`src/rtl/rhb_pkg.sv`:
```
`timescale 1ns/1ps
package rhb_pkg;

   // Walk engine state
   typedef enum logic [1:0] {
      WK_IDLE   = 2'd0,
      WK_UNDO   = 2'd1,
      WK_RETIRE = 2'd2
   } walk_state_t;

endpackage

```
`src/rtl/rhb_store.sv`:
```
`timescale 1ns/1ps
// Circular record store: push at the young end, pop from either end.
module rhb_store #(
   parameter int DEPTH  = 8,
   parameter int SEQ_W  = 16,
   parameter int ARCH_W = 5,
   parameter int PHYS_W = 7
) (
   input  logic              clk,
   input  logic              rst_n,
   input  logic              push,
   input  logic [SEQ_W-1:0]  push_seq,
   input  logic [ARCH_W-1:0] push_arch,
   input  logic [PHYS_W-1:0] push_new,
   input  logic [PHYS_W-1:0] push_prev,
   input  logic              pop_young,
   input  logic              pop_old,
   output logic              empty,
   output logic              full,
   output logic [SEQ_W-1:0]  young_seq,
   output logic [ARCH_W-1:0] young_arch,
   output logic [PHYS_W-1:0] young_new,
   output logic [PHYS_W-1:0] young_prev,
   output logic [SEQ_W-1:0]  old_seq,
   output logic [PHYS_W-1:0] old_prev
);

   localparam int  PTR_W    = (DEPTH > 1) ? $clog2(DEPTH) : 1;
   localparam int  CNT_W    = $clog2(DEPTH + 1);
   localparam bit  IS_POW2  = ((DEPTH & (DEPTH - 1)) == 0);
   localparam logic [PTR_W-1:0] LAST_IDX = PTR_W'(DEPTH - 1);
   localparam logic [CNT_W-1:0] CNT_MAX  = CNT_W'(DEPTH);

   logic [SEQ_W-1:0]  seq_q  [DEPTH];
   logic [ARCH_W-1:0] arch_q [DEPTH];
   logic [PHYS_W-1:0] new_q  [DEPTH];
   logic [PHYS_W-1:0] prev_q [DEPTH];

   logic [PTR_W-1:0] head_q, tail_q;
   logic [PTR_W-1:0] head_nx, tail_nx, tail_pv;
   logic [CNT_W-1:0] count_q;

   // Pointer stepping: natural wrap for power-of-two depth, compare otherwise
   generate
      if (IS_POW2) begin : g_wrap_pow2
         always_comb begin
            head_nx = head_q + PTR_W'(1);
            tail_nx = tail_q + PTR_W'(1);
            tail_pv = tail_q - PTR_W'(1);
         end
      end else begin : g_wrap_cmp
         always_comb begin
            head_nx = (head_q == LAST_IDX) ? '0 : head_q + PTR_W'(1);
            tail_nx = (tail_q == LAST_IDX) ? '0 : tail_q + PTR_W'(1);
            tail_pv = (tail_q == '0) ? LAST_IDX : tail_q - PTR_W'(1);
         end
      end
   endgenerate

   always_ff @(posedge clk or negedge rst_n) begin
      if (!rst_n) begin
         head_q  <= '0;
         tail_q  <= '0;
         count_q <= '0;
      end else begin
         if (push) begin
            tail_q  <= tail_nx;
            count_q <= count_q + CNT_W'(1);
         end else if (pop_young) begin
            tail_q  <= tail_pv;
            count_q <= count_q - CNT_W'(1);
         end else if (pop_old) begin
            head_q  <= head_nx;
            count_q <= count_q - CNT_W'(1);
         end
      end
   end

   always_ff @(posedge clk) begin
      if (push) begin
         seq_q[tail_q]  <= push_seq;
         arch_q[tail_q] <= push_arch;
         new_q[tail_q]  <= push_new;
         prev_q[tail_q] <= push_prev;
      end
   end

   assign empty      = (count_q == '0);
   assign full       = (count_q == CNT_MAX);
   assign young_seq  = seq_q[tail_pv];
   assign young_arch = arch_q[tail_pv];
   assign young_new  = new_q[tail_pv];
   assign young_prev = prev_q[tail_pv];
   assign old_seq    = seq_q[head_q];
   assign old_prev   = prev_q[head_q];

   // a push never lands on a full store
   assert_push_has_room_R2: assert property (@(posedge clk) disable iff (!rst_n)
      push |-> !full);
   // a stored record is visible at the next cycle
   assert_push_lands_R2: assert property (@(posedge clk) disable iff (!rst_n)
      push |=> !empty);
   // the walk engine never pops an empty store
   assert_no_pop_empty_R6: assert property (@(posedge clk) disable iff (!rst_n)
      (pop_young || pop_old) |-> !empty);
   // pushes and pops never share a cycle
   assert_no_push_during_pop_R9: assert property (@(posedge clk) disable iff (!rst_n)
      (pop_young || pop_old) |-> !push);

endmodule

```
`src/rtl/rhb_walker.sv`:
```
`timescale 1ns/1ps
// One-record-per-cycle walk engine for undo and retire.
module rhb_walker
   import rhb_pkg::*;
#(
   parameter int SEQ_W  = 16,
   parameter int ARCH_W = 5,
   parameter int PHYS_W = 7
) (
   input  logic              clk,
   input  logic              rst_n,
   input  logic              sq_req,
   input  logic [SEQ_W-1:0]  sq_seq,
   input  logic              cm_req,
   input  logic [SEQ_W-1:0]  cm_seq,
   input  logic              flush_req,
   input  logic              empty,
   input  logic [SEQ_W-1:0]  young_seq,
   input  logic [ARCH_W-1:0] young_arch,
   input  logic [PHYS_W-1:0] young_new,
   input  logic [PHYS_W-1:0] young_prev,
   input  logic [SEQ_W-1:0]  old_seq,
   input  logic [PHYS_W-1:0] old_prev,
   output logic              pop_young,
   output logic              pop_old,
   output logic              busy,
   output logic              map_we,
   output logic [ARCH_W-1:0] map_arch,
   output logic [PHYS_W-1:0] map_phys,
   output logic              free_we,
   output logic [PHYS_W-1:0] free_phys
);

   walk_state_t      state_q, state_d;
   logic [SEQ_W-1:0] bound_q, bound_d;
   logic             all_q, all_d;
   logic             undo_hit, retire_hit;

   // Unsigned bound checks on the record at the active end
   always_comb begin
      undo_hit   = (state_q == WK_UNDO) && !empty &&
                   (all_q || (young_seq > bound_q));
      retire_hit = (state_q == WK_RETIRE) && !empty &&
                   (old_seq <= bound_q);
   end

   always_comb begin
      state_d = state_q;
      bound_d = bound_q;
      all_d   = all_q;
      if (flush_req) begin
         state_d = WK_UNDO;
         all_d   = 1'b1;
      end else if (sq_req) begin
         state_d = WK_UNDO;
         bound_d = sq_seq;
         all_d   = 1'b0;
      end else begin
         unique case (state_q)
            WK_IDLE: begin
               if (cm_req) begin
                  state_d = WK_RETIRE;
                  bound_d = cm_seq;
                  all_d   = 1'b0;
               end
            end
            WK_UNDO:   if (!undo_hit)   state_d = WK_IDLE;
            WK_RETIRE: if (!retire_hit) state_d = WK_IDLE;
            default:   state_d = WK_IDLE;
         endcase
      end
   end

   always_ff @(posedge clk or negedge rst_n) begin
      if (!rst_n) begin
         state_q <= WK_IDLE;
         bound_q <= '0;
         all_q   <= 1'b0;
      end else begin
         state_q <= state_d;
         bound_q <= bound_d;
         all_q   <= all_d;
      end
   end

   assign busy      = (state_q != WK_IDLE);
   assign pop_young = undo_hit;
   assign pop_old   = retire_hit;
   assign map_we    = undo_hit;
   assign map_arch  = young_arch;
   assign map_phys  = young_prev;
   assign free_we   = undo_hit || retire_hit;
   assign free_phys = undo_hit ? young_new : old_prev;

   // no write leaves the block while it is idle
   assert_idle_quiet_R1: assert property (@(posedge clk) disable iff (!rst_n)
      !busy |-> (!map_we && !free_we));
   // a squash request is never followed by a retire walk
   assert_no_retire_after_squash_R7: assert property (@(posedge clk) disable iff (!rst_n)
      (sq_req || flush_req) |=> (state_q != WK_RETIRE));
   // an accepted request makes the engine busy on the next cycle
   assert_busy_after_request_R9: assert property (@(posedge clk) disable iff (!rst_n)
      (sq_req || flush_req || (cm_req && !busy)) |=> busy);
   // an undo write pairs a restore with a release
   assert_restore_pairs_R3: assert property (@(posedge clk) disable iff (!rst_n)
      map_we |-> free_we);

endmodule

```
`src/rtl/rename_history_buf.sv`:
```
`timescale 1ns/1ps
module rename_history_buf #(
   parameter int DEPTH  = 8,
   parameter int SEQ_W  = 16,
   parameter int ARCH_W = 5,
   parameter int PHYS_W = 7
) (
   input  logic              clk,
   input  logic              rst_n,
   input  logic              ren_valid,
   input  logic [SEQ_W-1:0]  ren_seq,
   input  logic [ARCH_W-1:0] ren_arch,
   input  logic [PHYS_W-1:0] ren_new_phys,
   input  logic [PHYS_W-1:0] ren_old_phys,
   output logic              ren_ready,
   input  logic              sq_req,
   input  logic [SEQ_W-1:0]  sq_seq,
   input  logic              cm_req,
   input  logic [SEQ_W-1:0]  cm_seq,
   input  logic              flush_req,
   output logic              busy,
   output logic              empty,
   output logic              full,
   output logic              map_we,
   output logic [ARCH_W-1:0] map_arch,
   output logic [PHYS_W-1:0] map_phys,
   output logic              free_we,
   output logic [PHYS_W-1:0] free_phys
);

   // Elaboration-time parameter checks
   generate
      if (DEPTH < 2) begin : g_bad_depth
         $error("rename_history_buf: DEPTH must be at least 2");
      end
      if (SEQ_W < 2 || ARCH_W < 1 || PHYS_W < 1) begin : g_bad_width
         $error("rename_history_buf: field widths out of range");
      end
   endgenerate

   logic              push;
   logic              pop_young, pop_old;
   logic [SEQ_W-1:0]  young_seq, old_seq;
   logic [ARCH_W-1:0] young_arch;
   logic [PHYS_W-1:0] young_new, young_prev, old_prev;

   assign ren_ready = !full && !busy;
   assign push      = ren_valid && ren_ready && !sq_req && !flush_req;

   rhb_store #(
      .DEPTH (DEPTH),
      .SEQ_W (SEQ_W),
      .ARCH_W(ARCH_W),
      .PHYS_W(PHYS_W)
   ) u_store (
      .clk       (clk),
      .rst_n     (rst_n),
      .push      (push),
      .push_seq  (ren_seq),
      .push_arch (ren_arch),
      .push_new  (ren_new_phys),
      .push_prev (ren_old_phys),
      .pop_young (pop_young),
      .pop_old   (pop_old),
      .empty     (empty),
      .full      (full),
      .young_seq (young_seq),
      .young_arch(young_arch),
      .young_new (young_new),
      .young_prev(young_prev),
      .old_seq   (old_seq),
      .old_prev  (old_prev)
   );

   rhb_walker #(
      .SEQ_W (SEQ_W),
      .ARCH_W(ARCH_W),
      .PHYS_W(PHYS_W)
   ) u_walker (
      .clk       (clk),
      .rst_n     (rst_n),
      .sq_req    (sq_req),
      .sq_seq    (sq_seq),
      .cm_req    (cm_req),
      .cm_seq    (cm_seq),
      .flush_req (flush_req),
      .empty     (empty),
      .young_seq (young_seq),
      .young_arch(young_arch),
      .young_new (young_new),
      .young_prev(young_prev),
      .old_seq   (old_seq),
      .old_prev  (old_prev),
      .pop_young (pop_young),
      .pop_old   (pop_old),
      .busy      (busy),
      .map_we    (map_we),
      .map_arch  (map_arch),
      .map_phys  (map_phys),
      .free_we   (free_we),
      .free_phys (free_phys)
   );

   // renames are never stored while a walk runs
   assert_no_rename_while_busy_R9: assert property (@(posedge clk) disable iff (!rst_n)
      push |-> !busy);
   // a full buffer refuses renames
   assert_full_blocks_R2: assert property (@(posedge clk) disable iff (!rst_n)
      full |-> !ren_ready);

endmodule

```
`config.mk`:
```
export PLATFORM = sky130hd
export DESIGN_NAME = rename_history_buf
export DESIGN_NICKNAME = d
export VERILOG_FILES = /design/src/rtl/rhb_pkg.sv /design/src/rtl/rhb_store.sv /design/src/rtl/rhb_walker.sv /design/src/rtl/rename_history_buf.sv
export SDC_FILE = /design/constraint.sdc
export NUM_CORES = 1
export LEC_CHECK = 0
export BUFFER_PORTS_ARGS = -buffer_cell sky130_fd_sc_hd__buf_2
export CAP_MARGIN = 20
export CORE_ASPECT_RATIO = 1.4
export CORE_MARGIN = 4
export CORE_UTILIZATION = 30
export CTS_CLUSTER_SIZE = 16
export DETAILED_ROUTE_END_ITERATION = 10
export PLACE_DENSITY = 0.49
export SETUP_SLACK_MARGIN = 0.05
export SYNTH_ARGS = -nofsm -noshare
export SYNTH_HDL_FRONTEND = slang
export SYNTH_HIERARCHICAL = 1
export SYNTH_SLANG_ARGS = --single-unit
export TNS_END_PERCENT = 5
```
`constraint.sdc`:
```
create_clock -name clk -period 6.4 [get_ports clk]
set_input_delay 0.64 -clock clk [delete_from_list [all_inputs] [get_ports clk]]
set_output_delay 0.64 -clock clk [all_outputs]
set_load 0.01 [all_outputs]
```
==> results.json, run 1 <==
{
  "start_util_pct": 30.4,
  "viasPerCell": 4.90,
  "start_kind": "flop",
  "grt_setup_unrepaired": "false",
  "drt-initial-drc-count": 368,
  "ant_nets": 0,
  "antenna_found_initial": 6,
  "finClkSkew_ns": 0.0147,
  "seq_power_share_pct": 32.4,
  "synth_fa_ha_area_share_pct": 3.31,
  "cpLargestDelayFamily": "multiplexers",
  "synth_edf_count": 280,
  "cts_tree": "yes",
  "postCtsSetupBuffers": 0,
  "synth.distinct_cells": 54,
  "final.period_utilization_pct": 81.6,
  "cpPeakStageDelay_ns": 0.63,
  "dpl_worst_slack_ns": 1.74,
  "p_switching_uw": 2310,
  "fin_cells": 1512,
  "cts_max_level": 1,
  "cts_hold_buf": 0,
  "synth-compound-area-share_pct": 2.51,
  "status": "finished clean",
  "core_area_sq_um": 48000,
  "drt_wl_total_um": 35100,
  "post_cts_resized": 0,
  "max_freq_mhz": 192,
  "hpwlAfterDp_um": 22200,
  "cts_buffers": 31,
  "p_per_area_nw_per_um2": 428,
  "final_util_pct": 34.9,
  "row_count": 95,
  "hold_path.class": "in -> async",
  "finalSetupViolations": 0,
  "synth_cells": 760,
  "synth_area_sq_um": 14600,
  "worstPathArrival_ns": 4.58,
  "synth_top_family_by_area": "multiplexers",
  "insertion_delay_ns": 0.57,
  "synthFlopType": "edfxtp_1",
  "cts_sinks": 309,
  "period_needed_ns": 5.22,
  "slew_headroom_pct": 36.5,
  "syn_avg_cell_area_sq_um": 19.2,
  "io_buffer_count": 97,
  "grt_max_degree": 77,
  "synth_xor_area_share_pct": 0.472,
  "multiInputGateArea_sq_um": 5050,
  "yosys.area_share.simple_pct": 2.62,
  "vdd_ir_drop_max_mv": 0.287,
  "worstPathMaxFanout": 76,
  "critPathBufInv": 3,
  "placed_cell_area_sq_um": 15700,
  "path_cells": "buf_12 > mux4_1 > mux2_2 > ha_1 > nand4_2 > or3_4 > a21o_1 > a31oi_2 > buf_4 > mux2_4 > buf_2",
  "synth_seq_cells": 309,
  "cp_data_required_time_ns": 5.76,
  "yosys_warnings": 6,
  "grt_pass1_vias": 8012,
  "finalHoldViolations": 0,
  "slew_violations": 0,
  "cp-end-kind": "output pin",
  "fin_nets": 967,
  "finalInstanceArea_sq_um": 16800,
  "drive_gt1_share_pct": 41.6,
  "ys_seq_area_share_pct": 62.6,
  "netlist_top_cells_area": "edfxtp_1, mux4_2, dfrtp_1, mux2_4, ha_1",
  "yosys.area.top_type_share_pct": 57.7,
  "die_w_um": 194,
  "die_y_um": 269,
  "tightest_slew_ns": 0.950,
  "clkTransAtPathRegs_ns": 0.07,
  "drtPass1Iterations": 4,
  "synth-async-reset-ratio_pct": 9.39,
  "p_sw_share_pct": 32.2,
  "root_buffer": "clkbuf_16",
  "muxShareOfSynthArea_pct": 25.1,
  "grtUsageTotal_pct": 13.4,
  "yosysTopAreaCell": "edfxtp_1",
  "tns_ns": 0,
  "remaining_drc_errors": 0,
  "p_comb_share_pct": 42.5,
  "via_count": 7414,
  "clockBufferDepth": 3,
  "fill_cells": 4561,
  "place_congestion": 0.713,
  "crit_slowest_cell": "mux4_1",
  "seq_area_sq_um": 9140,
  "die_area_sq_um": 52200,
  "cap_viol_max_count": 0,
  "critPathKind": "reg -> out",
  "syn_to_final_growth_pct": 14.9,
  "power_frac_clock_pct": 25.2,
  "wl_per_cell_um": 23.2,
  "ios": 98,
  "grt_first_pass_wirelength_um": 52700,
  "p_leak_uw": 0.00570,
  "syn-num-nets": 871,
  "dp.cells": 1453,
  "p_int_uw": 4850,
  "finalWorstSetupSlack_ns": 1.18,
  "grt-ovfl-total": 0
}
[metrics by stage]
step                      hold WS [ns]  total power, uW
final                            0.118             7160
after detailed placement         0.476             5480
after global routing             0.166             7580
after floorplan                  0.344             4730
after CTS                        0.122             7320
after global placement           0.468             5470
[registers in the layout (all words and copies together) (netlist names)]
name / cells
u_store/arch_q: 40
u_store/count_q: 4
u_store/head_q: 3
u_store/new_q: 56
u_store/prev_q: 56
u_store/seq_q: 128
u_store/tail_q: 3
u_walker/all_q: 1
u_walker/bound_q: 16
u_walker/state_q: 2
[cells by family after synthesis]
family / after synthesis
buf+inv: 78
fa+ha+maj: 38
simple gates: 74
mux: 199
xor+xnor: 7
compound gates: 55
flops: 309
[final timing paths]
path                                      from                    to  slack (ns)  cells after the start
min reg2reg                u_walker/bound_q[9]   u_walker/bound_q[9]        0.48                      2
max                          u_store/tail_q[0]          free_phys[5]        1.18                     11
min in group clk                     flush_req   u_walker/state_q[1]        0.30                      2
min                                      rst_n  u_walker/bound_q[12]        0.12                      1
max in group asynchronous                rst_n     u_store/tail_q[0]        5.75                      1
max reg2reg                  u_store/tail_q[0]    u_store/count_q[1]        2.01                     11
[layout by cell type, fill, tap and decap left out, types with 21 or more instances in the layout]
master,count
inv_1,23
dfrtp_1,26
ha_1,36
mux4_2,110
buf_2,97
o21ai_0,21
clkbuf_16,31
nand2_1,30
mux2_2,35
edfxtp_1,280
mux2_4,31
[Yosys cell counts, types with 16 or more instances]
library cell	count
dfrtp_1	29
mux2_4	31
mux2_2	35
nand2_1	30
buf_4	17
edfxtp_1	280
ha_1	37
o21ai_0	21
mux4_2	110
mux2i_1	16
inv_1	23
[routing by layer]
layer  wire length (um)  global-route usage, %  part of all wire, %
met1              15000                   17.1                   43
met2              18100                   24.2                   52
met3               1310                   1.97                  3.7
met4                628                   3.06                  1.8
met5                 35                      0                 0.10
[cell type report]
| class | count | share of cell area (%) |
|---|---|---|
| Antenna cell | 2 | 0.0299 |
| Clock buffer | 34 | 4.70 |
| Clock inverter | 23 | 1.34 |
| Inverter | 23 | 0.515 |
| Multi-Input combinational cell | 373 | 30.2 |
| Sequential cell | 309 | 54.6 |
| Tap cell | 630 | 4.71 |
| Timing Repair Buffer | 118 | 3.99 |
[power by group through the flow]
| stage | sequential [uW] | clock (uW) | combinational, uW |
|---|---|---|---|
| 4_1_cts | 2320 | 1870 | 3130 |
| 3_3_place_gp | 2360 | 0 | 3110 |
| 2_1_floorplan | 2330 | 0 | 2400 |
| 5_1_grt | 2330 | 1960 | 3300 |
| 3_5_place_dp | 2360 | 0 | 3120 |
| 6_report | 2320 | 1800 | 3040 |
No activity file was read; power rests on OpenSTA's default activity.
==> run 2, diff against run 1 <==
clock period = 5.2 ns   (was 6.4 ns; I/O delays follow)
==> results.json, run 2 (synthesized netlist as in run 1, its figures left out) <==
{
  "crit_slowest_cell": "dfrtp_4",
  "slew_headroom_pct": 31.4,
  "fin_cells": 1517,
  "viasPerCell": 4.89,
  "status": "finished clean",
  "die_y_um": 269,
  "insertion_delay_ns": 0.57,
  "finClkSkew_ns": 0.0126,
  "cts_buffers": 29,
  "cts_tree": "yes",
  "critPathKind": "reg -> out",
  "via_count": 7415,
  "period_needed_ns": 4.91,
  "worstPathArrival_ns": 4.39,
  "row_count": 95,
  "worstPathMaxFanout": 40,
  "cts_sinks": 309,
  "finalSetupViolations": 0,
  "finalHoldViolations": 0,
  "final_util_pct": 34.9,
  "timing.rr.start": "u_store/head_q[0]",
  "clockBufferDepth": 3,
  "final.period_utilization_pct": 94.5,
  "cpLargestDelayFamily": "multiplexers",
  "drt_wl_total_um": 34600,
  "final_cell_mix": "edfxtp_1, mux4_2, buf_2, ha_1, mux2_2",
  "place_congestion": 0.737,
  "ios": 98,
  "grt_max_degree": 43,
  "cap_viol_max_count": 0,
  "dp.cells": 1459,
  "tns_ns": 0,
  "syn_to_final_growth_pct": 15.1,
  "drtPass1Iterations": 4,
  "remaining_drc_errors": 0,
  "grtUsageTotal_pct": 13.1,
  "slew_violations": 0,
  "clkTransAtPathRegs_ns": 0.07,
  "p_leak_uw": 0.00571,
  "critPathBufInv": 4,
  "wl_per_cell_um": 22.8,
  "vdd_ir_drop_max_mv": 0.287,
  "hold_path.class": "in -> reg",
  "largest_register_ff_count": 128,
  "io_buffer_count": 97,
  "grt_setup_unrepaired": "false",
  "ant_nets": 0,
  "die_area_sq_um": 52200,
  "fin_nets": 973,
  "antenna_found_initial": 2,
  "tightest_slew_ns": 1.03,
  "regMostFlops": "u_store/seq_q",
  "path_cells": "inv_1 > ha_4 > buf_16 > mux4_2 > mux2_4 > ha_1 > nand4_4 > or3_4 > a21o_1 > a31oi_2 > buf_8 > mux2_1 > buf_2",
  "core_area_sq_um": 48000,
  "cp_data_required_time_ns": 4.68,
  "largestRegisters": "u_store/seq_q: 128 flops, u_store/new_q: 56 flops, u_store/prev_q: 56 flops",
  "drive_gt1_share_pct": 41.0,
  "root_buffer": "clkbuf_16",
  "setup.worst_path.start": "u_store/tail_q[0]",
  "final_common_cell": "edfxtp_1",
  "drt-initial-drc-count": 378,
  "hold_start": "flush_req",
  "fin_hold_ws_ns": 0.191,
  "cpPeakStageDelay_ns": 0.46,
  "p_per_area_nw_per_um2": 524,
  "max_freq_mhz": 204,
  "die_w_um": 194,
  "grt_pass1_vias": 8109,
  "cp-end-kind": "output pin",
  "grt-ovfl-total": 0,
  "start_util_pct": 30.4,
  "cts_max_level": 1,
  "power_uw": 8790,
  "grt_first_pass_wirelength_um": 52000,
  "hpwlAfterDp_um": 21700,
  "start_kind": "flop"
}
==> run 2: cell types whose count changed in the layout (fill, tap and decap cells not counted), sizes merged <==
| cell | previous run | this run |
|---|---|---|
| clkinv | 15 | 7 |
| clkinvlp | 4 | 1 |
| clkbuf | 34 | 41 |
| inv | 23 | 25 |
| bufinv | 4 | 3 |
| buf | 118 | 125 |
| dlygate4sd3 | 0 | 1 |
==> run 2: stage by stage <==
| stage | setup WS (ns) | instance area, sq um |
|---|---|---|
| 5_1_grt | 0.0725 | 16800 |
| 3_5_place_dp | 0.520 | 15800 |
| 4_1_cts | 0.202 | 16800 |
| 6_report | 0.288 | 16800 |
| 3_3_place_gp | 0.524 | 15800 |
| 2_1_floorplan | 0.779 | 14600 |
==> run 2: cell type report <==
class | count | area [sq um]
Antenna cell | 2 | 5.00
Clock buffer | 41 | 791
Clock inverter | 13 | 145
Fill cell | 4534 | 31200
Inverter | 23 | 86.3
Multi-Input combinational cell | 373 | 5040
Sequential cell | 309 | 9140
Tap cell | 630 | 788
Timing Repair Buffer | 126 | 774
==> run 2: where the power goes <==
part | switching (uW) | total (uW) | internal, uW | leakage (uW)
combinational | 1830 | 3820 | 1980 | 0.00239
sequential | 71.7 | 2860 | 2780 | 0.00287
clock | 909 | 2120 | 1210 | 0.000453
==> run 2: routing by layer <==
| layer | vias up | track usage (%) | part of all wire, % |
|---|---|---|---|
| met5 | - | 0 | 0 |
| met4 | 0 | 3.29 | 2.2 |
| met3 | 43 | 1.91 | 4.0 |
| met2 | 153 | 24.3 | 52 |
| met1 | 3887 | 16.2 | 42 |
| li1 | 3332 | - | - |
==> run 2: final timing paths <==
| check | to | slack, ns | cells past startpoint |
|---|---|---|---|
| worst max-delay path | free_phys[6] | 0.29 | 13 |
| worst min-delay path | u_walker/state_q[1] | 0.19 | 2 |
| worst max register to register | u_store/count_q[3] | 0.91 | 11 |
| worst min register to register | u_walker/bound_q[13] | 0.49 | 2 |
| max in group asynchronous | u_store/head_q[0] | 4.15 | 2 |
| min in group asynchronous | u_walker/bound_q[14] | 0.53 | 2 |
==> run 2: timing repair <==
item,CTS,global route
endpoints found under the setup margin,7,0
gates resized for setup,4,0
hold buffers,1,0
endpoints found under the hold margin,20,0
buffers inserted,1,0
==> run 3, diff against run 2 <==
clock period = 6.05 ns   (was 5.2 ns; I/O delays follow)
==> results.json, run 3 (synthesized netlist as in run 1, its figures left out) <==
{
  "status": "finished clean",
  "place_congestion": 0.741,
  "ios": 98,
  "grt_first_pass_wirelength_um": 52500,
  "slew_violations": 0,
  "clockBufferDepth": 3,
  "final_cell_mix": "edfxtp_1, mux4_2, buf_2, ha_1, mux2_2",
  "vdd_ir_drop_max_mv": 0.316,
  "seq_power_share_pct": 33.4,
  "p_comb_share_pct": 41.7,
  "row_count": 95,
  "critPathKind": "reg -> out",
  "die_y_um": 269,
  "cts_hold_buf": 0,
  "largest_register_ff_count": 128,
  "worstPathMaxFanout": 27,
  "p_per_area_nw_per_um2": 446,
  "finalHoldViolations": 0,
  "p_switching_uw": 2380,
  "timing.rr.start": "u_store/tail_q[0]",
  "worstPathArrival_ns": 4.88,
  "syn_to_final_growth_pct": 14.5,
  "tns_ns": 0,
  "max_freq_mhz": 182,
  "cp_data_required_time_ns": 5.44,
  "root_buffer": "clkbuf_16",
  "insertion_delay_ns": 0.57,
  "cts_sinks": 309,
  "fin_nets": 969,
  "start_util_pct": 30.4,
  "placed_cell_area_sq_um": 15700,
  "drive_gt1_share_pct": 41.1,
  "finalSetupViolations": 0,
  "hold_path.class": "in -> async",
  "remaining_drc_errors": 0,
  "cts_tree": "yes",
  "finClkSkew_ns": 0.0120,
  "largestRegisters": "u_store/seq_q: 128 flops, u_store/new_q: 56 flops, u_store/prev_q: 56 flops",
  "reg2regPathDepth": 12,
  "cts_buffers": 31,
  "fill_cells": 4591,
  "tightest_slew_ns": 0.956,
  "regMostFlops": "u_store/seq_q",
  "viasPerCell": 4.88,
  "cap_viol_max_count": 0,
  "slew_headroom_pct": 36.3,
  "grt-ovfl-total": 0,
  "grtUsageTotal_pct": 13.2,
  "die_w_um": 194,
  "ant_nets": 0,
  "antenna_found_initial": 4,
  "final_common_cell": "edfxtp_1",
  "post_cts_resized": 0,
  "power_frac_clock_pct": 24.9,
  "drtPass1Iterations": 4,
  "drt-initial-drc-count": 395,
  "rrSetupSlack_ns": 1.38,
  "hpwlAfterDp_um": 22400,
  "io_buffer_count": 97,
  "wl_per_cell_um": 22.8,
  "cts_max_level": 1,
  "clkTransAtPathRegs_ns": 0.06,
  "drt_wl_total_um": 34500,
  "grt_max_degree": 38,
  "grt_pass1_vias": 8094,
  "cp-end-kind": "output pin",
  "final.period_utilization_pct": 90.6,
  "period_needed_ns": 5.48,
  "grt_setup_unrepaired": "false",
  "p_sw_share_pct": 31.9,
  "p_leak_uw": 0.00568,
  "finalInstanceArea_sq_um": 16700,
  "core_area_sq_um": 48000,
  "via_count": 7385,
  "r2r_end": "u_store/count_q[1]",
  "p_int_uw": 5070,
  "postCtsSetupBuffers": 0,
  "start_kind": "flop",
  "die_area_sq_um": 52200
}
==> run 3: cell count changes in the layout (fill, tap and decap cells not counted), moves of 2 or more <==
cell	delta
clkinv_4	+2
clkbuf_16	+2
clkinv_2	+3
clkinv_1	+2
clkbuf_1	-4
clkbuf_8	-2
buf_12	-3
==> run 3: routing by layer <==
| layer | global-route usage [%] | vias to the layer above | routed length [um] |
|---|---|---|---|
| li1 | - | 3308 | - |
| met1 | 16.8 | 3893 | 14600 |
| met2 | 23.8 | 146 | 17900 |
| met3 | 2.09 | 36 | 1340 |
| met4 | 3.08 | 2 | 592 |
| met5 | 0 | - | 11 |
==> run 3: worst max path at each step <==
stage	startpoint	endpoint	slack [ns]
floorplan	u_store/tail_q[0]	u_store/count_q[1]	1.63
detailed placement	u_store/tail_q[0]	free_phys[6]	1.06
global route	u_store/tail_q[0]	free_phys[6]	0.27
CTS	u_store/tail_q[0]	free_phys[6]	0.41
global placement	u_store/tail_q[0]	free_phys[6]	1.04
finish	u_store/tail_q[0]	free_phys[6]	0.57
==> run 3: metrics by stage <==
step | std cells | hold WS [ns] | utilization, % | power (uW) | worst slack [ns]
detailed placement | 1455 | 0.475 | 32.7 | 5730 | 1.06
finish | 1513 | 0.0733 | 34.8 | 7450 | 0.569
global route | 1511 | 0.120 | 34.8 | 7920 | 0.268
global placement | 1455 | 0.467 | 32.7 | 5730 | 1.04
floorplan | 760 | 0.309 | - | 5000 | 1.63
CTS | 1511 | 0.0672 | 34.8 | 7630 | 0.414
==> run 3: area by class of cell <==
class,instances,area [sq um],area share [%]
Inverter,23,86.3,0.517
Multi-Input combinational cell,373,5040,30.2
Tap cell,630,788,4.72
Timing Repair Buffer,120,658,3.94
Antenna cell,2,5.00,0.0300
Clock buffer,37,798,4.78
Sequential cell,309,9140,54.7
Clock inverter,19,178,1.06
==> run 3: power by group through the flow <==
stage	Clock, uW	Combinational (uW)	Sequential (uW)
finish	1860	3110	2490
floorplan	0	2530	2470
CTS	1930	3200	2490
global placement	0	3200	2540
global route	2020	3390	2510
detailed placement	0	3190	2540
==> run 3: worst max-delay path, cell delays in order (launching register included) <==
cell and delay [ns]:
dfrtp_4 0.70, inv_1 0.16, ha_4 0.57, buf_4 0.32, mux4_2 0.33, mux2_4 0.27
ha_1 0.31, a41o_1 0.18, a21oi_1 0.05, or3_2 0.42, a31oi_2 0.22, buf_4 0.24
mux2_1 0.36, buf_2 0.15
